[config.mk]
export PLATFORM = sky130hd
export DESIGN_NAME = cfgspi_regbank
export DESIGN_NICKNAME = d
export VERILOG_FILES = /design/src/rtl/cfgspi_pkg.sv /design/src/rtl/cfgspi_sync.sv /design/src/rtl/cfgspi_port.sv /design/src/rtl/cfgspi_regs.sv /design/src/rtl/cfgspi_regbank.sv
export SDC_FILE = /design/constraint.sdc
export NUM_CORES = 1
export LEC_CHECK = 0
export ABC_CLOCK_PERIOD_IN_PS = 3760
export BUFFER_PORTS_ARGS = -buffer_cell sky130_fd_sc_hd__buf_2
export CORE_MARGIN = 2
export CORE_UTILIZATION = 54
export DETAILED_ROUTE_END_ITERATION = 10
export PLACE_DENSITY = 0.74
export RECOVER_POWER = 50
export SLEW_MARGIN = 20
export SYNTH_ARGS = -nofsm -noshare
export SYNTH_HDL_FRONTEND = slang
export SYNTH_HIERARCHICAL = 1
export SYNTH_SLANG_ARGS = --single-unit
[constraint.sdc]
create_clock -name clk -period 3.76 [get_ports clk]
set_input_delay 0 -clock clk [delete_from_list [all_inputs] [get_ports clk]]
set_output_delay 0 -clock clk [all_outputs]
set_load 0.01 [all_outputs]
[src/rtl/cfgspi_pkg.sv]
package cfgspi_pkg;
   localparam int BYTE_W     = 8;
   localparam int ADDR_W     = 7;
   localparam int FRAME_BITS = 2 * BYTE_W;

   localparam logic [ADDR_W-1:0] ADR_INIT  = 7'h00;
   localparam logic [ADDR_W-1:0] ADR_CLK   = 7'h01;
   localparam logic [ADDR_W-1:0] ADR_PWDN  = 7'h02;
   localparam logic [ADDR_W-1:0] ADR_CWLO  = 7'h03;
   localparam logic [ADDR_W-1:0] ADR_CWHI  = 7'h04;

   // bit positions inside the initialization register
   localparam int INIT_SRST = 5;
   localparam int INIT_LSB  = 6;
   localparam int INIT_3W   = 7;

   // writable-bit masks of the registers
   localparam logic [BYTE_W-1:0] MASK_INIT = 8'hDF;
   localparam logic [BYTE_W-1:0] MASK_CLK  = 8'hBF;
   localparam logic [BYTE_W-1:0] MASK_CWLO = 8'hF3;
endpackage

[src/rtl/cfgspi_sync.sv]
module cfgspi_sync #(
   parameter int               STAGES  = 2,
   parameter int               W       = 1,
   parameter logic [W-1:0]     RST_VAL = '0
) (
   input  logic         clk,
   input  logic         rst_n,
   input  logic [W-1:0] d,
   output logic [W-1:0] q
);
   generate
      if (STAGES < 2) begin : g_bad_stages
         $error("cfgspi_sync: STAGES must be at least 2");
      end
   endgenerate

   logic [W-1:0] chain [STAGES];

   generate
      for (genvar s = 0; s < STAGES; s++) begin : g_stage
         always_ff @(posedge clk or negedge rst_n) begin
            if (!rst_n) begin
               chain[s] <= RST_VAL;
            end else if (s == 0) begin
               chain[s] <= d;
            end else begin
               chain[s] <= chain[(s == 0) ? 0 : s-1];
            end
         end
      end
   endgenerate

   assign q = chain[STAGES-1];
endmodule

[src/rtl/cfgspi_port.sv]
module cfgspi_port
   import cfgspi_pkg::*;
(
   input  logic              clk,
   input  logic              rst_n,
   input  logic              cs_n_s,
   input  logic              sclk_s,
   input  logic              din_s,
   input  logic              cfg_lsb,
   input  logic              cfg_3w,
   input  logic [BYTE_W-1:0] rd_data,
   output logic [ADDR_W-1:0] rd_addr,
   output logic              wr_en,
   output logic [ADDR_W-1:0] wr_addr,
   output logic [BYTE_W-1:0] wr_data,
   output logic              sdo_o,
   output logic              sdio_o,
   output logic              sdio_oe
);
   localparam int CNT_W = $clog2(FRAME_BITS + 1);
   localparam logic [CNT_W-1:0] C_FRAME  = CNT_W'(FRAME_BITS);
   localparam logic [CNT_W-1:0] C_INSTR  = CNT_W'(BYTE_W);
   localparam logic [CNT_W-1:0] C_ILAST  = CNT_W'(BYTE_W - 1);
   localparam logic [CNT_W-1:0] C_FLAST  = CNT_W'(FRAME_BITS - 1);

   logic              sclk_d, cs_n_d;
   logic [CNT_W-1:0]  cnt;
   logic              lsb_q, tw_q, is_read, rd_phase;
   logic [BYTE_W-1:0] sr, sr_next, out_sr;
   logic [ADDR_W-1:0] addr_q;
   logic              rise, fall, cs_act, cs_start, dout;

   assign rise     = sclk_s & ~sclk_d;
   assign fall     = ~sclk_s & sclk_d;
   assign cs_act   = ~cs_n_s;
   assign cs_start = ~cs_n_s & cs_n_d;
   assign sr_next  = lsb_q ? {din_s, sr[BYTE_W-1:1]} : {sr[BYTE_W-2:0], din_s};
   assign rd_addr  = sr_next[ADDR_W-1:0];

   always_ff @(posedge clk or negedge rst_n) begin
      if (!rst_n) begin
         sclk_d   <= 1'b0;
         cs_n_d   <= 1'b1;
         cnt      <= '0;
         lsb_q    <= 1'b0;
         tw_q     <= 1'b0;
         is_read  <= 1'b0;
         rd_phase <= 1'b0;
         sr       <= '0;
         out_sr   <= '0;
         addr_q   <= '0;
         wr_en    <= 1'b0;
         wr_addr  <= '0;
         wr_data  <= '0;
      end else begin
         sclk_d <= sclk_s;
         cs_n_d <= cs_n_s;
         wr_en  <= 1'b0;
         if (!cs_act) begin
            cnt      <= '0;
            rd_phase <= 1'b0;
         end else if (cs_start) begin
            cnt      <= '0;
            rd_phase <= 1'b0;
            lsb_q    <= cfg_lsb;
            tw_q     <= cfg_3w;
         end else if (rise && cnt < C_FRAME) begin
            sr  <= sr_next;
            cnt <= cnt + 1'b1;
            if (cnt == C_ILAST) begin
               is_read <= sr_next[BYTE_W-1];
               addr_q  <= sr_next[ADDR_W-1:0];
               if (sr_next[BYTE_W-1]) begin
                  rd_phase <= 1'b1;
                  out_sr   <= rd_data;
               end
            end
            if (cnt == C_FLAST && !is_read) begin
               wr_en   <= 1'b1;
               wr_addr <= addr_q;
               wr_data <= sr_next;
            end
         end else if (fall && rd_phase && cnt > C_INSTR) begin
            out_sr <= lsb_q ? {1'b0, out_sr[BYTE_W-1:1]} : {out_sr[BYTE_W-2:0], 1'b0};
         end
      end
   end

   assign dout    = lsb_q ? out_sr[0] : out_sr[BYTE_W-1];
   assign sdio_oe = rd_phase & tw_q;
   assign sdio_o  = sdio_oe & dout;
   assign sdo_o   = rd_phase & ~tw_q & dout;


   oe_release_chk: assert property (@(posedge clk) disable iff (!rst_n)
      cs_n_s |=> !sdio_oe);

   commit_on_edge_chk: assert property (@(posedge clk) disable iff (!rst_n)
      wr_en |-> $past(rise) && cnt == C_FRAME);

   order_held_chk: assert property (@(posedge clk) disable iff (!rst_n)
      (cs_act && !cs_start) |=> $stable(lsb_q) && $stable(tw_q));

   read_start_chk: assert property (@(posedge clk) disable iff (!rst_n)
      $rose(rd_phase) |-> cnt == C_INSTR);
endmodule

[src/rtl/cfgspi_regs.sv]
module cfgspi_regs
   import cfgspi_pkg::*;
#(
   parameter int MULT_DEFAULT = 1
) (
   input  logic              clk,
   input  logic              rst_n,
   input  logic              wr_en,
   input  logic [ADDR_W-1:0] wr_addr,
   input  logic [BYTE_W-1:0] wr_data,
   input  logic [ADDR_W-1:0] rd_addr,
   output logic [BYTE_W-1:0] rd_data,
   output logic [4:0]        pll_mult,
   output logic              pll_bypass,
   output logic              lsb_first,
   output logic              three_wire,
   output logic [5:0]        refclk_div,
   output logic              lock_det_sel,
   output logic [7:0]        pwrdn,
   output logic [11:0]       sd_word,
   output logic              sd_flag_en,
   output logic              flag1_lvl
);
   localparam logic [BYTE_W-1:0] INIT_RST = {3'b000, 5'(MULT_DEFAULT)};

   logic [BYTE_W-1:0] r_init, r_clk, r_pwdn, r_cwlo, r_cwhi;
   logic              srst;

   assign srst = wr_en && wr_addr == ADR_INIT && wr_data[INIT_SRST];

   always_ff @(posedge clk or negedge rst_n) begin
      if (!rst_n) begin
         r_init <= INIT_RST;
         r_clk  <= '0;
         r_pwdn <= '0;
         r_cwlo <= '0;
         r_cwhi <= '0;
      end else if (srst) begin
         r_init <= wr_data & MASK_INIT;
         r_clk  <= '0;
         r_pwdn <= '0;
         r_cwlo <= '0;
         r_cwhi <= '0;
      end else if (wr_en) begin
         case (wr_addr)
            ADR_INIT: r_init <= wr_data & MASK_INIT;
            ADR_CLK:  r_clk  <= wr_data & MASK_CLK;
            ADR_PWDN: r_pwdn <= wr_data;
            ADR_CWLO: r_cwlo <= wr_data & MASK_CWLO;
            ADR_CWHI: r_cwhi <= wr_data;
            default: ;
         endcase
      end
   end

   always_comb begin
      case (rd_addr)
         ADR_INIT: rd_data = r_init;
         ADR_CLK:  rd_data = r_clk;
         ADR_PWDN: rd_data = r_pwdn;
         ADR_CWLO: rd_data = r_cwlo;
         ADR_CWHI: rd_data = r_cwhi;
         default:  rd_data = '0;
      endcase
   end

   assign pll_mult     = r_init[4:0];
   assign pll_bypass   = (r_init[4:0] == 5'd1);
   assign lsb_first    = r_init[INIT_LSB];
   assign three_wire   = r_init[INIT_3W];
   assign refclk_div   = r_clk[5:0];
   assign lock_det_sel = r_clk[7];
   assign pwrdn        = r_pwdn;
   assign sd_word      = {r_cwhi, r_cwlo[7:4]};
   assign sd_flag_en   = r_cwlo[0];
   assign flag1_lvl    = r_cwlo[1];


   srst_clears_chk: assert property (@(posedge clk) disable iff (!rst_n)
      (wr_en && wr_addr == ADR_INIT && wr_data[INIT_SRST])
      |=> (pwrdn == 8'h00 && sd_word == 12'h000 && refclk_div == 6'd0 && !lock_det_sel));

   write_only_commit_chk: assert property (@(posedge clk) disable iff (!rst_n)
      !wr_en |=> $stable({r_init, r_clk, r_pwdn, r_cwlo, r_cwhi}));

   srst_bit_clear_chk: assert property (@(posedge clk) disable iff (!rst_n)
      !r_init[INIT_SRST]);
endmodule

[src/rtl/cfgspi_regbank.sv]
module cfgspi_regbank
   import cfgspi_pkg::*;
#(
   parameter int SYNC_STAGES  = 2,
   parameter int MULT_DEFAULT = 1
) (
   input  logic        clk,
   input  logic        rst_n,
   input  logic        cs_n,
   input  logic        sclk,
   input  logic        sdio_i,
   output logic        sdio_o,
   output logic        sdio_oe,
   output logic        sdo_o,
   output logic [4:0]  pll_mult,
   output logic        pll_bypass,
   output logic        lsb_first,
   output logic        three_wire,
   output logic [5:0]  refclk_div,
   output logic        lock_det_sel,
   output logic [7:0]  pwrdn,
   output logic [11:0] sd_word,
   output logic        sd_flag_en,
   output logic        flag1_lvl
);
   generate
      if (MULT_DEFAULT < 1 || MULT_DEFAULT > 31) begin : g_bad_mult
         $error("cfgspi_regbank: MULT_DEFAULT must lie in 1..31");
      end
   endgenerate

   logic [2:0]        sync_q;
   logic [BYTE_W-1:0] rd_data;
   logic [ADDR_W-1:0] rd_addr, wr_addr;
   logic [BYTE_W-1:0] wr_data;
   logic              wr_en;

   cfgspi_sync #(.STAGES(SYNC_STAGES), .W(3), .RST_VAL(3'b001)) i_sync (
      .clk   (clk),
      .rst_n (rst_n),
      .d     ({sdio_i, sclk, cs_n}),
      .q     (sync_q)
   );

   cfgspi_port i_port (
      .clk     (clk),
      .rst_n   (rst_n),
      .cs_n_s  (sync_q[0]),
      .sclk_s  (sync_q[1]),
      .din_s   (sync_q[2]),
      .cfg_lsb (lsb_first),
      .cfg_3w  (three_wire),
      .rd_data (rd_data),
      .rd_addr (rd_addr),
      .wr_en   (wr_en),
      .wr_addr (wr_addr),
      .wr_data (wr_data),
      .sdo_o   (sdo_o),
      .sdio_o  (sdio_o),
      .sdio_oe (sdio_oe)
   );

   cfgspi_regs #(.MULT_DEFAULT(MULT_DEFAULT)) i_regs (
      .clk          (clk),
      .rst_n        (rst_n),
      .wr_en        (wr_en),
      .wr_addr      (wr_addr),
      .wr_data      (wr_data),
      .rd_addr      (rd_addr),
      .rd_data      (rd_data),
      .pll_mult     (pll_mult),
      .pll_bypass   (pll_bypass),
      .lsb_first    (lsb_first),
      .three_wire   (three_wire),
      .refclk_div   (refclk_div),
      .lock_det_sel (lock_det_sel),
      .pwrdn        (pwrdn),
      .sd_word      (sd_word),
      .sd_flag_en   (sd_flag_en),
      .flag1_lvl    (flag1_lvl)
   );


   sdo_idle_in_3w_chk: assert property (@(posedge clk) disable iff (!rst_n)
      sdio_oe |-> !sdo_o);
endmodule

==> reports/results.ini, run 1 <==
[routing]
first_pass_iters=5
postRouteWirelength_um=9640
drcViolationCount=0
via_per_inst=5.98
num_vias=3097
drt_iter0_drc=243
post_drt_wl_per_cell_um=18.6
postRouteAntennaNets=0

[sta]
fin_crit_ns=2.85
skew_ns=0.0129
fin_tns_setup_ns=0
timing.final.crit_share_pct=75.9
setup_viol=0
rsz0062_at_grt=false
final_max_slew_viol_count=35
whs_ns=0.239
relSlewSlack_pct=-22.5
hold_violations=0
worst_pin_slew_ns=1.84
fin_ws_ns=0.906
fmax_mhz=350

[logic_synthesis]
ys_top_cells_by_count=dfrtp_1 (88), mux2i_1 (29), inv_1 (27)
synthTopCellsByArea=dfrtp_1 (51%), mux2i_1 (6.7%), mux2_2 (6.0%)
synth_top_area_cell=dfrtp_1
async_reset_ff_share_pct=100
avgSynthCellArea_um2=11.5
synthesis.nets=384
yosysSeqAreaShare_pct=53.1
synth-edff-count=0
synth_cell_types=52
synth_top_area_share_pct=50.7
synth.ff_latch_count=92
synthCells=376
yosysMostFrequentCell=dfrtp_1
synthesis.area_um2=4340
synth-main-ff-cell=dfrtp_1
synth.yosys.warnings=6

[setup_path]
worstSetupPathType=register to register
r2r_end=i_port/wr_data[4]
worst-path-buf-inv=1
worstRegToRegCells=5
cp_top_family=simple AND/OR/NAND/NOR gates
critPathLaunchType=register
crit_fanout=17
end_kind=register
slowest_delay_ns=0.71
cp_cell_sequence=nor3b_1, buf_4, and2_1, nand3b_4, mux2_1
critPathRequiredTime_ns=3.99
rrSetupSlack_ns=0.91
crit_path_top_delay_cell=nor3b_1
worstReg2RegStart=i_port/cnt[4]
crit_arrival_ns=3.09

[placement]
port_buffers=44
dp_cells=498
dp_hpwl_um=6830
dp_slack_ns=1.20
postPlaceCellArea_um2=4550
gp_congestion=0.881

[die]
ios=45
start_util_pct=55.9
die_width_um=93.7
rows=32
coreArea_um2=7770
die_h_um=93.7
dieArea_um2=8770

[final_layout]
multi_input_area_um2=1760
fin_cells=518
seq_area_um2=2310
fin_area_um2=4740
antenna_cells=0
drive_gt1_share_pct=14.4
area_growth_pct=9.08
nFillCells=643
fin_nets=419

[power_and_ir_drop]
p_leak_nw=2.09
p_per_area_nw_per_um2=391
irDropWorstVdd_uv=218

[status]
outcome=complete, but fails checks
violations=capacitance limit, slew limit

[global_route]
grt_first_pass_wirelength_um=15800
grt-ovfl-total=0
grt_util_met3_pct=3.29
grtUsageMet1_pct=31.3
grt_pass1_vias=3022
track_usage_pct=23.6
antenna_found_initial=0
grt.busiest_layer=met2
grt_use_met2_pct=38.5
grt_max_degree=60

[clock_network]
clkTransAtPathRegs_ns=0.09
cts.sinks=92
clk_latency_ns=0.35
cts-htree-levels=3
postCtsSetupRepairBufs=0
cts-root-to-sink-buffers=2
tritoncts=built
clockRootBuffer=clkbuf_8
numCtsBuffers=9

[worst_hold_path]
hold_path.class=primary input to async pin

[job]
timing.max_cap.violations=1

## metal layers
metal	share of wire, %	vias up	routed length, µm
li1	-	1410	-
met1	44	1566	4250
met2	49	99	4710
met3	4.3	22	416
met4	2.7	0	264
met5	0	-	0
## timing repair
item	CTS	global route
gates resized for setup	0	0
hold buffers	4	0
endpoints found under the setup margin	0	0
hold endpoints to repair	60	0
## metrics by stage
step	total power, mW	util, %
after floorplan	1.17	-
after global placement	1.19	58.6
after detailed placement	1.20	58.6
after CTS	1.87	61.7
after global routing	1.94	61.0
final	1.85	61.0
## state kept, by name (all words and copies together) (netlist names), 3 cells and up
name,count
i_port/wr_addr,7
i_port/sr,8
i_port/out_sr,8
i_sync/chain,3
i_port/addr_q,7
i_regs/r_init,7
i_regs/r_cwhi,8
i_port/cnt,5
i_regs/r_cwlo,6
i_sync/q,3
i_regs/r_clk,7
i_regs/pwrdn,8
i_port/wr_data,8
## worst max path at each step
stage,slack [ns],start,depth (start not counted),endpoint
2_1_floorplan,1.27,i_port/lsb_q,10,i_port/out_sr[6]
3_3_place_gp,1.25,i_port/lsb_q,7,i_port/out_sr[3]
3_5_place_dp,1.20,i_port/lsb_q,7,i_port/out_sr[1]
4_1_cts,1.19,i_port/lsb_q,7,i_port/out_sr[6]
5_1_grt,0.63,i_port/cnt[4],5,i_port/wr_addr[1]
6_report,0.91,i_port/cnt[4],5,i_port/wr_data[4]
## placed cells by master, fill, tap and decap left out, types with 3 or more instances in the layout
master         synthesis  layout
or4_1                  3       3
mux2_1                 8       8
buf_2                  4       7
dfstp_1                0       3
buf_4                 11       3
clkbuf_8               0      10
nor2_1                23      23
inv_1                 27      27
clkbuf_1               9      38
o22ai_1                6       6
o21ai_0               17      17
mux2_2                23      23
nor2b_1                4       4
nand2_1               17      17
dlygate4sd3_1          0       4
a221oi_1               6       6
ha_1                   3       3
a21oi_1               23      23
a22oi_1                6       6
mux2i_1               29      29
a22o_1                23      23
dfrtp_1               88      88
## logic make-up after synthesis
| group | synth area share [%] |
|---|---|
| XOR/XNOR | 0.605 |
| multiplexers | 14.7 |
| flip-flops | 53.1 |
| adder cells (fa/ha/maj) | 0.865 |
| AND/OR/NAND/NOR | 11.0 |
| buffers and inverters | 6.08 |
| AO/OA/AOI/OAI | 13.6 |
## layout make-up
cell class,instances,share of cell area [%]
Tap cell,102,2.69
Sequential cell,92,48.7
Clock buffer,11,2.99
Timing Repair Buffer,51,4.99
Clock inverter,5,1.32
Multi-Input combinational cell,230,37.1
Inverter,27,2.14
## power breakdown
| part | internal (mW) | switching [mW] | total [mW] |
|---|---|---|---|
| logic | 0.0400 | 0.0977 | 0.138 |
| clock network | 0.328 | 0.344 | 0.672 |
| registers | 1.02 | 0.0229 | 1.04 |
| total | 1.39 | 0.465 | 1.85 |
Note: power is estimated with default switching activity, not from simulation.
==> run 2, diff against run 1 <==
--- a/config.mk
+++ b/config.mk
@@ -5,7 +5,7 @@
 export SDC_FILE = /design/constraint.sdc
 export NUM_CORES = 1
 export LEC_CHECK = 0
-export ABC_CLOCK_PERIOD_IN_PS = 3760
+export ABC_CLOCK_PERIOD_IN_PS = 2900
 export BUFFER_PORTS_ARGS = -buffer_cell sky130_fd_sc_hd__buf_2
 export CORE_MARGIN = 2
 export CORE_UTILIZATION = 54
==> constraint.sdc (replaced) <==
create_clock -name clk -period 2.9 [get_ports clk]
set_input_delay 0 -clock clk [delete_from_list [all_inputs] [get_ports clk]]
set_output_delay 0 -clock clk [all_outputs]
set_load 0.01 [all_outputs]
==> reports/results.ini, run 2 (same netlist as run 1, synthesis figures left out) <==
[status]
outcome=completed

[routing]
post_drt_wl_per_cell_um=17.8  ; -4.2%
drt_iter0_drc=157  ; -35%
via_per_inst=5.97  ; -0.19%
postRouteWirelength_um=9290  ; -3.6%
postRouteAntennaNets=0  ; unchanged
num_vias=3109  ; +0.39%
first_pass_iters=4  ; -1
drcViolationCount=0  ; unchanged

[job]
timing.max_cap.violations=0  ; -1

[sta]
relSlewSlack_pct=9.93  ; +32 points
fmax_mhz=372  ; +6.1%
fin_tns_setup_ns=0  ; unchanged
setup_viol=0  ; unchanged
fin_ws_ns=0.211  ; -0.695 ns
rsz0062_at_grt=false
worst_pin_slew_ns=1.35  ; -0.486 ns
hold_violations=0  ; unchanged
timing.final.crit_share_pct=92.7  ; +17 points
fin_crit_ns=2.69  ; -0.165 ns
final_max_slew_viol_count=0  ; -100%
skew_ns=0.0179  ; +0.00504 ns

[placement]
dp_cells=501  ; +0.60%
dp_hpwl_um=6540  ; -4.2%
dp_slack_ns=0.281  ; -0.922 ns
gp_congestion=0.881  ; about the same
port_buffers=44  ; unchanged

[setup_path]
crit_fanout=9  ; -8
rrSetupSlack_ns=0.21  ; -0.70 ns
end_kind=register
worstSetupPathType=register to register
crit_arrival_ns=2.97  ; -0.12 ns
critPathLaunchType=register
critPathRequiredTime_ns=3.18  ; -0.81 ns

[power_and_ir_drop]
clkPwrFrac_pct=39.8  ; +3.5 points
power.internal_mw=1.95  ; +41%
seqPwrFrac_pct=53.2  ; -3.0 points
p_switching_mw=0.587  ; +26%
irDropWorstVdd_uv=303  ; +39%
pwr-share-comb_pct=7.0  ; -0.4 points
p_per_area_nw_per_um2=529  ; +35%
p_leak_nw=2.13  ; +2.0%
swShare_pct=23.2  ; -2.0 points

[global_route]
grt_max_degree=57  ; -5.0%
grtUsageMet1_pct=29.1  ; -2.1 points
grt_use_met2_pct=37.8  ; -0.66 points
grt_util_met3_pct=4.09  ; +0.80 points
grt_pass1_vias=2984  ; -1.3%
grt-ovfl-total=0  ; unchanged
grt_first_pass_wirelength_um=15100  ; -4.2%
antenna_found_initial=0  ; unchanged
grt.busiest_layer=met2
track_usage_pct=22.5  ; -1.1 points

[clock_network]
cts_resized=0  ; unchanged
numCtsBuffers=9  ; unchanged
postCtsSetupRepairBufs=0  ; unchanged
ctsHoldBuffers=4  ; unchanged
cts-root-to-sink-buffers=2  ; unchanged
cts-htree-levels=3  ; unchanged
clockRootBuffer=clkbuf_8
tritoncts=built
clk_latency_ns=0.36  ; about the same
clkTransAtPathRegs_ns=0.09  ; about the same
cts.sinks=92  ; unchanged

[final_layout]
area_growth_pct=10.5
antenna_cells=0  ; unchanged
layout_common_cells=dfrtp_1 (88), clkbuf_1 (39), mux2i_1 (29)
fin_nets=422  ; +0.72%
drive_gt1_share_pct=15.3  ; +0.85 points
fin_cells=521  ; +0.58%
final_common_cell=dfrtp_1

[worst_hold_path]
hold_path.class=primary input to register

[die]
die_h_um=93.7  ; unchanged
rows=32  ; unchanged
die_width_um=93.7  ; unchanged
ios=45  ; unchanged
start_util_pct=55.9  ; unchanged
dieArea_um2=8770  ; unchanged
coreArea_um2=7770  ; unchanged

[run 2: metal layers]
| layer | part of all wire (%) | routed length [µm] |
|---|---|---|
| met4 | 2.2 | 208 |
| met5 | 0 | 0 |
| met1 | 44 | 4050 |
| met2 | 50 | 4640 |
| met3 | 4.3 | 399 |
[run 2: worst paths after layout]
check,from,end,cells after the start
worst max-delay path,i_port/lsb_q,i_port/out_sr[6],7
worst min-delay path,sdio_i,i_sync/chain[5],2
worst max register to register,i_port/lsb_q,i_port/out_sr[6],7
worst min register to register,i_sync/chain[5],i_sync/q[2],0
max in group asynchronous,rst_n,i_port/sr[5],3
min in group asynchronous,rst_n,i_regs/pwrdn[1],2
[run 2: final cells by class]
cell class / count / area [µm²]
clock buffers: 12 / 135
clock inverters: 4 / 98.8
fillers: 646 / 2970
inverters: 27 / 101
multi-input cells: 230 / 1770
flip-flops and latches: 92 / 2310
well taps: 102 / 128
repair buffers: 54 / 258
[run 2: power groups by stage]
stage          combinational [mW]  sequential [mW]  clock [mW]
2_1_floorplan               0.148             1.36           0
3_3_place_gp                0.170             1.37           0
3_5_place_dp                0.175             1.37           0
4_1_cts                     0.181             1.35        1.02
5_1_grt                     0.202             1.35        1.08
6_report                    0.178             1.35        1.01
[run 2: through the flow]
step | hold WS, ns | util (%) | power, mW | instance area, µm²
after CTS | 0.244 | 62.4 | 2.55 | 4850
final | 0.279 | 61.8 | 2.54 | 4800
after floorplan | -0.296 | - | 1.51 | 4340
after detailed placement | 0.0963 | 58.9 | 1.55 | 4570
after global placement | 0.0928 | 58.9 | 1.54 | 4570
after global routing | 0.276 | 61.8 | 2.63 | 4800
[run 2: critical path: stages, from the launching register on]
cell and delay [ns]:
dfrtp_1 0.61, mux2i_1 0.34, inv_1 0.09, or4_1 0.58, or2_2 0.38, o32ai_1 0.32, a21oi_1 0.13, mux2i_1 0.15
==> run 3, diff against run 2 <==
--- a/config.mk
+++ b/config.mk
@@ -5,12 +5,13 @@
 export SDC_FILE = /design/constraint.sdc
 export NUM_CORES = 1
 export LEC_CHECK = 0
+export ABC_AREA = 1
 export ABC_CLOCK_PERIOD_IN_PS = 2900
 export BUFFER_PORTS_ARGS = -buffer_cell sky130_fd_sc_hd__buf_2
 export CORE_MARGIN = 2
-export CORE_UTILIZATION = 54
+export CORE_UTILIZATION = 59
 export DETAILED_ROUTE_END_ITERATION = 10
-export PLACE_DENSITY = 0.74
+export PLACE_DENSITY = 0.8
 export RECOVER_POWER = 50
 export SLEW_MARGIN = 20
 export SYNTH_ARGS = -nofsm -noshare
==> reports/results.ini, run 3 <==
[status]
outcome=completed

[worst_hold_path]
min_from=sclk
hold_path.class=primary input to register
min_to=i_sync/chain[4]
whs_path_depth=2  ; unchanged

[final_layout]
layout_common_cells=nand2_1 (157), nand3_1 (118), dfrtp_1 (88)
drive_gt1_share_pct=8.86  ; -6.4 points
area_growth_pct=8.54
antenna_cells=0  ; unchanged
final_common_cell=nand2_1
fin_nets=591  ; +40%

[setup_path]
crit_path_start=i_port/lsb_q
critPathLaunchType=register
slowest_delay_ns=0.55  ; -0.06 ns
worstSetupPathType=register to register
rrSetupSlack_ns=0.50  ; +0.29 ns
cp_cell_sequence=inv_1, o21ai_1, nand2_1, nor2_1, nand3_1, nand2_1, nor2_1, nand2_1, nor2_1, a21oi_1, nand2_1, nand2_1
r2r_end=i_port/out_sr[1]
critPathRequiredTime_ns=3.20  ; +0.02 ns
worstReg2RegStart=i_port/lsb_q
cp.depth=12  ; +5
crit_path_top_delay_cell=dfrtp_1
cp_top_family=simple AND/OR/NAND/NOR gates
crit_fanout=13  ; +4
crit_arrival_ns=2.70  ; -0.27 ns
worst-path-buf-inv=1  ; unchanged
end_kind=register
worstRegToRegCells=12  ; +5
cp_common_cell=nand2_1

[global_route]
grt-ovfl-total=0  ; unchanged
grt_max_degree=59  ; +3.5%
antenna_found_initial=0  ; unchanged
grt_pass1_vias=3670  ; +23%
track_usage_pct=27.8  ; +5.3 points
grt_first_pass_wirelength_um=18100  ; +20%

[logic_synthesis]
synth.yosys.warnings=6  ; unchanged
synth_top_area_cell=dfrtp_1
synth.ff_latch_count=92  ; unchanged
yosysMostFrequentCell=nand2_1
async_reset_ff_share_pct=100  ; unchanged
synthesis.area_um2=4470  ; +2.9%
synthCells=548  ; +46%
ys_top_cells_by_count=nand2_1 (157), nand3_1 (118), dfrtp_1 (88), inv_1 (41), nor2_1 (26)
synthesis.nets=556  ; +45%
synth_cell_types=33  ; -37%
synth-main-ff-cell=dfrtp_1
synth-edff-count=0  ; unchanged
avgSynthCellArea_um2=8.15  ; -29%
yosysSeqAreaShare_pct=51.7  ; -1.5 points
synth_top_area_share_pct=49.3  ; -1.4 points
synthTopCellsByArea=dfrtp_1 (49%), nand3_1 (13%), nand2_1 (13%)

[clock_network]
clkTransAtPathRegs_ns=0.09  ; about the same
cts-root-to-sink-buffers=2  ; unchanged
numCtsBuffers=9  ; unchanged
cts_resized=0  ; unchanged
ctsHoldBuffers=4  ; unchanged
clk_latency_ns=0.36  ; about the same
cts-htree-levels=3  ; unchanged
postCtsSetupRepairBufs=0  ; unchanged
tritoncts=built
clockRootBuffer=clkbuf_8
cts.sinks=92  ; unchanged

[die]
rows=31  ; -3.1%
die_width_um=91.0  ; -2.8%
coreArea_um2=7290  ; -6.1%
ios=45  ; unchanged
start_util_pct=61.3  ; +5.4 points
die_h_um=91.0  ; -2.8%
dieArea_um2=8280  ; -5.6%

[job]
timing.max_cap.violations=0  ; unchanged

[routing]
drt_iter0_drc=315  ; +100%
postRouteAntennaNets=0  ; unchanged
via_per_inst=5.69  ; -4.7%
first_pass_iters=7  ; +3
post_drt_wl_per_cell_um=15.8  ; -11%
num_vias=3903  ; +26%
postRouteWirelength_um=10800  ; +17%
drcViolationCount=0  ; unchanged

[sta]
whs_ns=0.276  ; -0.00221 ns
rsz0062_at_grt=false
hold_violations=0  ; unchanged
skew_ns=0.0102  ; -0.00774 ns
setup_viol=0  ; unchanged
fin_tns_setup_ns=0  ; unchanged
fmax_mhz=416  ; +12%
worst_pin_slew_ns=1.39  ; +0.0437 ns
final_max_slew_viol_count=0  ; unchanged
relSlewSlack_pct=7.02  ; -2.9 points
fin_crit_ns=2.40  ; -0.286 ns
timing.final.crit_share_pct=82.9  ; -9.8 points

[placement]
dp_hpwl_um=7740  ; +18%
port_buffers=44  ; unchanged
gp_congestion=0.994  ; +13%

[power_and_ir_drop]
irDropWorstVdd_uv=295  ; -2.7%
p_leak_nw=2.45  ; +15%
power_mw=2.41  ; -5.0%
p_per_area_nw_per_um2=497  ; -5.9%

==> run 3: cell type report <==
type	count	area (µm²)
Tap cell	99	124
Multi-Input combinational cell	378	1790
Clock buffer	9	124
Sequential cell	92	2310
Fill cell	655	2440
Clock inverter	6	65.1
Inverter	48	180
Timing Repair Buffer	54	258
==> run 3: how the worst max path moves through the flow <==
| stage | endpoint |
|---|---|
| 6_report | i_port/out_sr[1] |
| 5_1_grt | i_port/out_sr[1] |
| 4_1_cts | i_port/out_sr[1] |
| 3_5_place_dp | i_port/out_sr[1] |
| 3_3_place_gp | i_port/out_sr[0] |
| 2_1_floorplan | i_port/out_sr[1] |
==> run 3: report_power, final <==
part	leakage, nW	internal, mW	switching [mW]
combinational	1.10	0.0594	0.175
clock	0.0955	0.395	0.448
sequential	1.25	1.31	0.0225
==> run 3: worst reg2reg max path: stages, from the launching register on <==
cell and delay [ns]:
dfrtp_1 0.55, inv_1 0.26, o21ai_1 0.45, nand2_1 0.10, nor2_1 0.38, nand3_1 0.13, nand2_1 0.09, nor2_1 0.04
nand2_1 0.05, nor2_1 0.04, a21oi_1 0.13, nand2_1 0.07, nand2_1 0.06
==> run 3: metrics by stage <==
step	cell area, µm²	setup WS, ns	util (%)	instances
final	4850	0.496	66.5	686
after global routing	4850	0.203	66.5	686
after CTS	4900	0.562	67.2	686
after detailed placement	4670	0.592	64.0	667
after global placement	4670	0.637	64.0	667
after floorplan	4470	0.868	-	548
==> run 3: kinds of logic (layout without fill, tap and decap cells) <==
group / Yosys count / after routing / synth area share (%)
buffers and inverters: 78 / 117 / 8.26
adders and majority gates: 3 / 3 / 0.840
muxes: 1 / 1 / 0.252
xor gates and xnor gates: 1 / 1 / 0.196
AOI/OAI and AO/OA: 49 / 49 / 5.97
DFF: 92 / 92 / 51.7
and+or+nand+nor: 324 / 324 / 32.8
==> run 3: layer usage <==
metal	GRT usage, %	wire length (µm)	vias up
li1	-	-	1844
met1	37.8	4540	1852
met2	42.8	5080	168
met3	6.47	786	39
met4	12.0	442	0
met5	0	0	-
